===== src/rtl/fpcmp_pkg.sv =====
package fpcmp_pkg;

    localparam int EXP_W = 11;
    localparam int MAN_W = 52;
    localparam int FP_W  = 1 + EXP_W + MAN_W;
    localparam int MAG_W = FP_W - 1;
    localparam int CC_W  = 4;
    localparam int QBIT  = MAN_W - 1;

    typedef enum logic {
        CMP_UNORD = 1'b0,
        CMP_ORD   = 1'b1
    } cmp_mode_e;

    typedef enum logic [CC_W-1:0] {
        CC_NONE = 4'b0000,
        CC_UN   = 4'b0001,
        CC_EQ   = 4'b0010,
        CC_GT   = 4'b0100,
        CC_LT   = 4'b1000
    } cc_e;

    typedef struct packed {
        logic             sign;
        logic             is_nan;
        logic             is_snan;
        logic             is_zero;
        logic [MAG_W-1:0] mag;
    } fp_class_t;

    typedef struct packed {
        logic invalid;
        logic inv_cmp;
        logic summary;
    } flag_t;

    function automatic fp_class_t classify(input logic [FP_W-1:0] v);
        fp_class_t  c;
        logic [EXP_W-1:0] e;
        logic [MAN_W-1:0] m;
        e         = v[FP_W-2 -: EXP_W];
        m         = v[MAN_W-1:0];
        c.sign    = v[FP_W-1];
        c.mag     = v[MAG_W-1:0];
        c.is_nan  = (&e) && (|m);
        c.is_snan = c.is_nan && !m[QBIT];
        c.is_zero = (e == '0) && (m == '0);
        return c;
    endfunction

endpackage


===== src/rtl/fpcmp_classify.sv =====
module fpcmp_classify
    import fpcmp_pkg::*;
(
    input  logic [FP_W-1:0] val,
    output fp_class_t       cls
);
    always_comb cls = classify(val);
endmodule


===== src/rtl/fpcmp_order.sv =====
module fpcmp_order
    import fpcmp_pkg::*;
(
    input  fp_class_t a,
    input  fp_class_t b,
    output cc_e       cc
);
    logic mag_lt;
    logic mag_eq;

    always_comb begin
        mag_lt = a.mag < b.mag;
        mag_eq = a.mag == b.mag;
        if (a.is_nan || b.is_nan)
            cc = CC_UN;
        else if (a.is_zero && b.is_zero)
            cc = CC_EQ;
        else if (a.sign != b.sign)
            cc = a.sign ? CC_LT : CC_GT;
        else if (mag_eq)
            cc = CC_EQ;
        else if (mag_lt ^ a.sign)
            cc = CC_LT;
        else
            cc = CC_GT;
    end
endmodule


===== src/rtl/fpcmp_flags.sv =====
module fpcmp_flags
    import fpcmp_pkg::*;
(
    input  logic      clk,
    input  logic      rst,
    input  logic      upd,
    input  cmp_mode_e mode,
    input  logic      clr,
    input  logic      any_nan,
    input  logic      any_snan,
    input  cc_e       cc_in,
    output cc_e       cc_field,
    output flag_t     flags
);
    flag_t nxt;

    always_comb begin
        nxt = clr ? flag_t'('0) : flags;
        if (upd) begin
            if (mode == CMP_ORD) begin
                nxt.invalid = any_nan;
                if (any_nan) nxt.inv_cmp = 1'b1;
            end else if (any_snan) begin
                nxt.invalid = 1'b1;
                nxt.summary = 1'b1;
            end
        end
    end

    always_ff @(posedge clk) begin
        if (rst) begin
            flags    <= '0;
            cc_field <= CC_NONE;
        end else begin
            flags <= nxt;
            if (upd) cc_field <= cc_in;
        end
    end
endmodule


===== src/rtl/fp64_compare.sv =====
module fp64_compare
    import fpcmp_pkg::*;
(
    input  logic          clk,
    input  logic          rst,
    input  logic          in_valid,
    input  logic          in_mode,
    input  logic          clr_flags,
    input  logic [63:0]   opnd_a,
    input  logic [63:0]   opnd_b,
    output logic          cc_valid,
    output logic [3:0]    cc_out,
    output logic [3:0]    stat_cc,
    output logic          stat_invalid,
    output logic          stat_inv_cmp,
    output logic          stat_summary
);
    localparam int NOPS = 2;

    logic [FP_W-1:0] opnd [NOPS];
    fp_class_t       cls  [NOPS];
    cc_e             cc_c;
    cc_e             cc_q;
    cc_e             cc_field;
    flag_t           flags;
    logic            vld_q;

    assign opnd[0] = opnd_a;
    assign opnd[1] = opnd_b;

    for (genvar i = 0; i < NOPS; i++) begin : g_cls
        fpcmp_classify u_cls (.val(opnd[i]), .cls(cls[i]));
    end

    fpcmp_order u_order (.a(cls[0]), .b(cls[1]), .cc(cc_c));

    fpcmp_flags u_flags (
        .clk      (clk),
        .rst      (rst),
        .upd      (in_valid),
        .mode     (cmp_mode_e'(in_mode)),
        .clr      (clr_flags),
        .any_nan  (cls[0].is_nan  || cls[1].is_nan),
        .any_snan (cls[0].is_snan || cls[1].is_snan),
        .cc_in    (cc_c),
        .cc_field (cc_field),
        .flags    (flags)
    );

    always_ff @(posedge clk) begin
        if (rst) begin
            cc_q  <= CC_NONE;
            vld_q <= 1'b0;
        end else begin
            vld_q <= in_valid;
            if (in_valid) cc_q <= cc_c;
        end
    end

    assign cc_valid     = vld_q;
    assign cc_out       = cc_q;
    assign stat_cc      = cc_field;
    assign stat_invalid = flags.invalid;
    assign stat_inv_cmp = flags.inv_cmp;
    assign stat_summary = flags.summary;
endmodule


===== config.mk =====
export PLATFORM = sky130hd
export DESIGN_NAME = fp64_compare
export DESIGN_NICKNAME = d
export VERILOG_FILES = /design/src/rtl/fpcmp_pkg.sv /design/src/rtl/fpcmp_classify.sv /design/src/rtl/fpcmp_order.sv /design/src/rtl/fpcmp_flags.sv /design/src/rtl/fp64_compare.sv
export SDC_FILE = /design/constraint.sdc
export NUM_CORES = 1
export LEC_CHECK = 0
export ABC_CLOCK_PERIOD_IN_PS = 2500
export BUFFER_PORTS_ARGS = -buffer_cell sky130_fd_sc_hd__clkbuf_2
export CORE_UTILIZATION = 45
export CTS_CLUSTER_DIAMETER = 100
export CTS_CLUSTER_SIZE = 30
export DETAILED_ROUTE_END_ITERATION = 10
export PLACE_DENSITY = 0.84
export SETUP_SLACK_MARGIN = 0.3
export SKIP_LAST_GASP = 1
export SLEW_MARGIN = 20
export SYNTH_ARGS = -nofsm -noshare
export SYNTH_HDL_FRONTEND = slang
export SYNTH_SLANG_ARGS = --single-unit

===== constraint.sdc =====
create_clock -name clk -period 2.5 [get_ports clk]
set_clock_uncertainty 0.2 [all_clocks]
set_input_delay 0.125 -clock clk [delete_from_list [all_inputs] [get_ports clk]]
set_output_delay 0.125 -clock clk [all_outputs]
set_load 0.01 [all_outputs]

==> results.md, run 1 <==
- Outcome: finished, final reports clean
- GRT Util Overall: 28.53%
- Cell Area, Synth: 0.002343 mm²
- Post-Layout Cell Count: 554
- Synth Area in Simple Gates: 30.97%
- DP HPWL: 6585 µm
- CTS Root Cell: clkbuf_8
- Critical Path RT: 2.44 ns
- Die W: approximately 74 µm
- Post-DR vias/cell: approximately 6
- Post-DRT Antenna Nets: 0
- R2R Setup Slk: 1.34 ns
- Drt total wl: between 9000 and 10000 µm
- Top Family by Delay on Critical Path: simple AND/OR/NAND/NOR gates
- Synth-to-layout area growth: 61.83%
- Routability Congestion: 0.9326
- WL met1: 3722 µm
- Hold Path Stages: 3
- Reg clk slew, reported paths: 0.05 ns
- Ant. Diodes: 0
- Sum Neg Setup Slack: 0 ns
- Uppermost layer routed: met4
- I/O Buffers: roughly 140
- CTS tree: done
- Multi-input combinational cell area: 0.002303 mm²
- Final hold violations: 0
- Vias in the first global route: 2938
- VDD IR max: about 0.0002 V
- Crit path kind: in -> reg
- Total grt overflow: 0
- Main synth FF type: dfxtp_1
- Synth Area in Compound Gates: 16.18%
- Met2 Wirelength: between 4000 and 5000 µm
- Initial Util: 48.03%
- Post-synthesis sequential area ratio: 6.834%
- Routed vias: 3340
- Pwr/cell area: 225.3 mW/mm²
- First-pass GRT wire length: 12430 µm
- Final setup viols: 0
- Layout cell share with drive strength beyond 1: between 40% and 50%
- Met3 wire length: 711 µm
- Drt first pass iters: 7
- WHS: between 0.04 and 0.05 ns
- Max Freq: between 400 and 500 MHz
- Synth Register Bits: 8
- 1st-iter DRT viols: 229
- Pins Over Slew Limit: 0
- Reg2reg start: u_flags.cc_field[3]
- Register Area: around 160 µm²
- Largest net degree at the start of global routing: 10
- Final Critical Period: 2.207 ns
- CTS H-tree depth: 1
- Total die area: ~0.0055 mm²
- Period utilization: about nine tenths
- Cells after DPL: 538
- Hold Crit Class: in -> reg
- CP Max Fanout: 3
- Ports: roughly 150
- # rows: 25
- Hold_sp: clr_flags
- Max Cap Viol: 0
- Adder-cell share of the synthesized area: 33.64%
- RSZ-0062 raised after global routing: yes
- Worst Path Buf+Inv: 1
- Slowest CP cell: nor4_4
- CP Launch Type: input pin
- Worst Hold Path EP: u_flags.flags[2]
- Post-synth EDFFs: 0
- Main combinational cell family by area after synthesis: adder cells
- Syn Area/Cell: roughly 7.2 µm²
- Initial antenna violation count: 0
- Clock sink count: 8
- R2R Path End: u_flags.cc_field[3]
- Crit. End Element: flip-flop
- Slew HR: between 70% and 80%
- Max Root-Sink Buffers: 2
- DRC errors left: 0
- Core area: slightly below 0.005 mm²
- Pleak: 0.001946 µW
- Unique cell type count in the Yosys netlist: 45
- PnR worst setup slack: 0.2932 ns
- Height of the die: about 74 µm
- Synth Warn #: 0
- Post-synthesis mux area share: 0%
- Synth Area in XOR/XNOR: 0.3737%
- Synth Net Count: 522
- Synthesized instance count: 326
- Clk Latency, worst-skew pair: between 0.2 and 0.25 ns
- R2R depth: 2
- Worst slew pin tran: 0.4281 ns
- # fillers: 341
- Worst-path cell chain: clkbuf_2 -> nor4_2 -> nand4_1 -> nor4_4 -> o22a_2 -> and2_4 -> or3b_4 -> o32ai_2
- Routed length per placed instance: around 17 µm
- Crit path DAT: 2.15 ns
- Total chip power: 854.6 µW
- Slowest stage delay, CP: 0.41 ns
- Dpl ws: -0.04188 ns
- Final nets: 685
- Async set-reset flop share out of synthesis: 0%
- Num CTS Buffers: 3
==> how the worst max path moves through the flow <==
| stage | startpoint | to | slack, ns | cells after the start |
|---|---|---|---|---|
| after floorplan | opnd_b[61] | u_flags.cc_field[2] | 0.32 | 9 |
| after global placement | opnd_b[61] | u_flags.cc_field[2] | 0.01 | 10 |
| after detailed placement | opnd_b[61] | u_flags.cc_field[2] | -0.04 | 10 |
| after CTS | opnd_b[62] | u_flags.cc_field[2] | 0.28 | 10 |
| after global routing | opnd_a[46] | u_flags.cc_field[3] | 0.20 | 11 |
| final | opnd_b[11] | u_flags.cc_field[2] | 0.29 | 8 |
==> per-layer routing <==
metal	vias to the layer above	track usage (%)
met2	212	52.22
li1	1544	-
met5	-	0
met1	1542	36.33
met3	42	1.491
met4	0	7.051
==> cell usage in the layout, fill, tap and decap left out, types with 12 or more instances in the layout <==
master    instances
a21oi_1          24
buf_4            17
clkbuf_2        131
ha_1             46
ha_4             17
inv_1            51
inv_2            12
nand2_1          19
nand4_1          23
nor2_1           12
nor4_1           23
==> through the flow <==
stage | utilization [%] | area, µm²
after global routing | 77.72 | 3792
after floorplan | - | 2350
after CTS | 70.15 | 3423
final | 77.72 | 3792
after detailed placement | 64.79 | 3162
after global placement | 64.79 | 3162
==> timing repair <==
action                                  CTS  global route
cloned                                    0             0
hold buffers                              2             0
endpoints found under the hold margin     4             0
setup buffers                             7             4
gates resized for setup                  25            74
endpoints found under the setup margin    3             3
pin swaps                                17            32
==> cell usage after synthesis, types with 2 or more instances <==
cell / instances / area share, %
a211oi_1: 2 / 0.64
a21o_1: 2 / 0.64
a21oi_1: 28 / 6.0
a221oi_1: 2 / 0.75
buf_4: 5 / 1.6
dfxtp_1: 8 / 6.8
ha_1: 63 / 34
inv_1: 65 / 10
nand2_1: 21 / 3.4
nand2b_1: 2 / 0.53
nand3_1: 12 / 2.6
nand4_1: 23 / 6.1
nor2_1: 13 / 2.1
nor2b_1: 3 / 0.80
nor3_1: 3 / 0.64
nor4_1: 34 / 9.1
nor4_4: 2 / 1.8
o21ai_0: 10 / 2.1
o31ai_1: 2 / 0.64
==> final cells by class <==
class	instances	area share, %
Tap cell	67	2.210
Inverter	65	6.565
Multi-Input combinational cell	248	60.74
Timing Repair Buffer	163	25.17
Sequential cell	8	4.223
Clock buffer	3	1.089
==> power by group <==
part | switching, µW | internal, µW | leakage [µW]
clock | 54.0 | 105 | 0.0000216
combinational | 290 | 269 | 0.00186
sequential | 3.57 | 133 | 0.0000655
==> kinds of logic (layout without fill, tap and decap cells) <==
| family | after synthesis | in the layout |
|---|---|---|
| buffers and inverters | 70 | 231 |
| DFF | 8 | 8 |
| and+or+nand+nor | 124 | 124 |
| AOI/OAI and AO/OA | 60 | 60 |
| xor gates and xnor gates | 1 | 1 |
| adders and majority gates | 63 | 63 |
==> flip-flops by register name (all words and copies together) (netlist names) <==
signal / flops
u_flags.cc_field: 4
cc_valid: 1
u_flags.flags: 3
==> worst reg2reg max path, stage by stage (launching register included) <==
cell     delay, ns
dfxtp_1       0.35
or3b_2        0.46
o41ai_2       0.06
(Power assumes the default switching activity.)
==> run 2: changes to the inputs <==
--- a/config.mk
+++ b/config.mk
@@ -7,5 +7,6 @@
 export LEC_CHECK = 0
+export ABC_AREA = 1
 export ABC_CLOCK_PERIOD_IN_PS = 2500
 export BUFFER_PORTS_ARGS = -buffer_cell sky130_fd_sc_hd__clkbuf_2
-export CORE_UTILIZATION = 45
+export CORE_UTILIZATION = 47
 export CTS_CLUSTER_DIAMETER = 100
==> constraint.sdc (replaced) <==
create_clock -name clk -period 2.5 [get_ports clk]
set_clock_uncertainty 0.2 [all_clocks]
set_input_delay 0.25 -clock clk [delete_from_list [all_inputs] [get_ports clk]]
set_output_delay 0.25 -clock clk [all_outputs]
set_load 0.01 [all_outputs]
==> run 2 against run 1 <==
Against the previous run:
- largest cell class unchanged
- critical path depth up 7
- register-to-register slack better by 0.22 ns
- global-route usage down 2.3 points
- worst hold slack better by 0.00083 ns
- cell count up 23%
- routed wire length down 20%
- cell area down 7.3%
- sequential cell count unchanged
- count of clock-buffer cells in the layout unchanged
==> results.md, run 2 <==
- Initial antenna violation count: 0
- Area leader, netlist: ha_1
- Drt first pass iters: 4
- Period utilization: 74.54%
- Max Cap Viol: 0
- CTS tree: done
- Multi-input combinational cell area: 0.002125 mm²
- Register Area: approximately 160 µm²
- Pwr/cell area: roughly 220 mW/mm²
- # fillers: 545
- CP Max Fanout: 3
- Final setup viols: 0
- Pins Over Slew Limit: 0
- Grt met2 use: 49.29%
- Async set-reset flop share out of synthesis: 0%
- R2R Path End: u_flags.cc_field[0]
- Outcome: finished, final reports clean
- Synthesized instance count: about 470
- Crit. End Element: flip-flop
- Worst-path cell chain: clkbuf_2 -> inv_1 -> ha_1 -> nand2_1 -> nor2_2 -> nand2_1 -> nor3_2 -> nand2_1 -> nor2_1 -> nand2_1 -> nand2_1 -> nand2_1 -> nand3_1 -> nand3_1 -> a21oi_1
- Synth-to-layout area growth: 30.52%
- DRC errors left: 0
- CTS H-tree depth: 1
- Post-cts sizing count: 0
- Cell Area, Synth: between 0.002 and 0.003 mm²
- Slowest stage delay, CP: 0.29 ns
- Hold Path Stages: 2
- Drt total wl: ~7700 µm
- Ant. Diodes: 0
- Ports: approximately 150
- Hold Crit Class: in -> reg
- Routability Congestion: 0.8652
- R2R Setup Slk: approximately 1.6 ns
- Sum Neg Setup Slack: 0 ns
- Critical Path RT: 2.46 ns
- GRT busiest layer: met2
- Crit path DAT: 1.82 ns
- Final nets: 806
- Pleak: between 0.002 and 0.0025 µW
- Top Family by Delay on Critical Path: simple AND/OR/NAND/NOR gates
- Num CTS Buffers: 3
- Post-CTS setup buffer count: 0
- Synth cell count leaders: nand2_1, inv_1, nor2_1, ha_1, a21oi_1
- GR Layer Usage met1: between 30% and 40%
- Die W: 77.71 µm
- Reg clk slew, reported paths: 0.04 ns
- Max Freq: ~540 MHz
- Number of flip-flops in the largest register: 4
- DP HPWL: 7127 µm
- Vias in the first global route: 3262
- Crit path kind: in -> reg
- Clock sink count: 8
- Critical path depth: 15
- Commonest non-fill, non-tap cell in the layout: clkbuf_2
- 1st-iter DRT viols: 99
- Final hold violations: 0
- Ranking of synthesized cells by area: ha_1, nand2_1, inv_1
- Largest register by flop count: u_flags.cc_field
- Cells after DPL: 677
- I/O Buffers: 144
- Core area: 0.005507 mm²
- Largest net degree at the start of global routing: 8
- Slowest CP cell: ha_1
- Height of the die: 77.71 µm
- Most common cell on crit path: nand2_1
- First-pass GRT wire length: approximately 13000 µm
- RSZ-0062 raised after global routing: no
- R2R depth: 3
- Switching power: 324.0 µW
- Worst slew pin tran: roughly 0.38 ns
- Synth Register Bits: 8
- Clock power frac: 20.6%
- Slew HR: 74.46%
- Synth Warn #: 0
- Routed vias: 3322
- Synth Net Count: 661
- Post-DRT Antenna Nets: 0
- Initial Util: between 40% and 50%
- Unique cell type count in the Yosys netlist: 27
- Post-synthesis sequential area ratio: 5.945%
- Post-synth EDFFs: 0
- Clk Latency, worst-skew pair: ~0.23 ns
- Layout cell share with drive strength beyond 1: 29.28%
- Worst Path Buf+Inv: 2
- # rows: 27
- Internal Power: 446.6 µW
- CP Launch Type: input pin
- GRT Util Overall: 26.22%
- Register share of total power: 17.7%
- Reg2reg start: u_flags.cc_field[0]
- Syn Area/Cell: between 5 and 6 µm²
- Total die area: 0.006038 mm²
- CP endpoint: u_flags.cc_field[2]
- Max Root-Sink Buffers: 2
- CTS Root Cell: clkbuf_8
- Post-Layout Cell Count: 680
- Total grt overflow: 0
- Routed length per placed instance: about 11 µm
- Crit path launch: opnd_b[62]
- Net Sw Frac: 42.04%
- Area fraction of the dominant cell type after synthesis: about 29%
- Hold buffer count at cts: 0
- Final Critical Period: 1.863 ns
- VDD IR max: around 0.00032 V
- GR Layer Usage met3: 1.765%
- Count leader, synth: nand2_1
- Comb power frac: approximately three fifths
- Most frequent cells in the layout: clkbuf_2, nand2_1, inv_1
- Post-DR vias/cell: between 4 and 5
- Main synth FF type: dfxtp_1
run 2: power groups by stage:
stage / Combinational (µW) / Clock [µW] / Sequential [µW]
after global routing: 549 / 170 / 137
after floorplan: 265 / 0 / 141
after CTS: 477 / 161 / 137
after global placement: 461 / 0 / 139
after detailed placement: 473 / 0 / 139
final: 475 / 159 / 137
run 2: metal layers:
metal	vias up	part of all wire [%]
met1	1424	45
li1	1797	-
met2	91	50
met4	0	1.5
met5	-	0
met3	10	3.7
run 2: worst min-delay path by stage:
| stage | startpoint | end | slack (ns) |
|---|---|---|---|
| 2_1_floorplan | rst | u_flags.cc_field[3] | 0.11 |
| 3_3_place_gp | u_flags.flags[0] | u_flags.flags[0] | 0.27 |
| 3_5_place_dp | u_flags.flags[0] | u_flags.flags[0] | 0.26 |
| 4_1_cts | rst | u_flags.cc_field[3] | 0.05 |
| 5_1_grt | rst | u_flags.cc_field[3] | 0.05 |
| 6_report | rst | u_flags.cc_field[3] | 0.05 |
run 2: through the flow:
stage	total power [µW]	instance area, µm²	util, %	worst slack [ns]	hold slack [ns]
after global placement	599.8	3475	63.10	0.4508	0.2672
after global routing	855.3	3516	63.85	0.4033	0.04905
after floorplan	405.8	2694	-	0.7513	0.1124
final	770.6	3516	63.85	0.6365	0.05033
after CTS	774.8	3516	63.85	0.6545	0.04780
after detailed placement	611.9	3475	63.10	0.4283	0.2630
run 2: cell type report:
type                            instances  share of cell area [%]
Clock buffer                            3                   1.174
Inverter                              101                   10.78
Multi-Input combinational cell        352                   60.43
Sequential cell                         8                   4.555
Tap cell                               72                   2.562
Timing Repair Buffer                  144                   20.50
run 2: kinds of logic after synthesis:
logic type,count (synthesis),share of synthesized area [%]
buf+inv,105,15.19
compound gates,37,7.757
simple gates,252,41.85
flops,8,5.945
fa+ha+maj,63,29.26
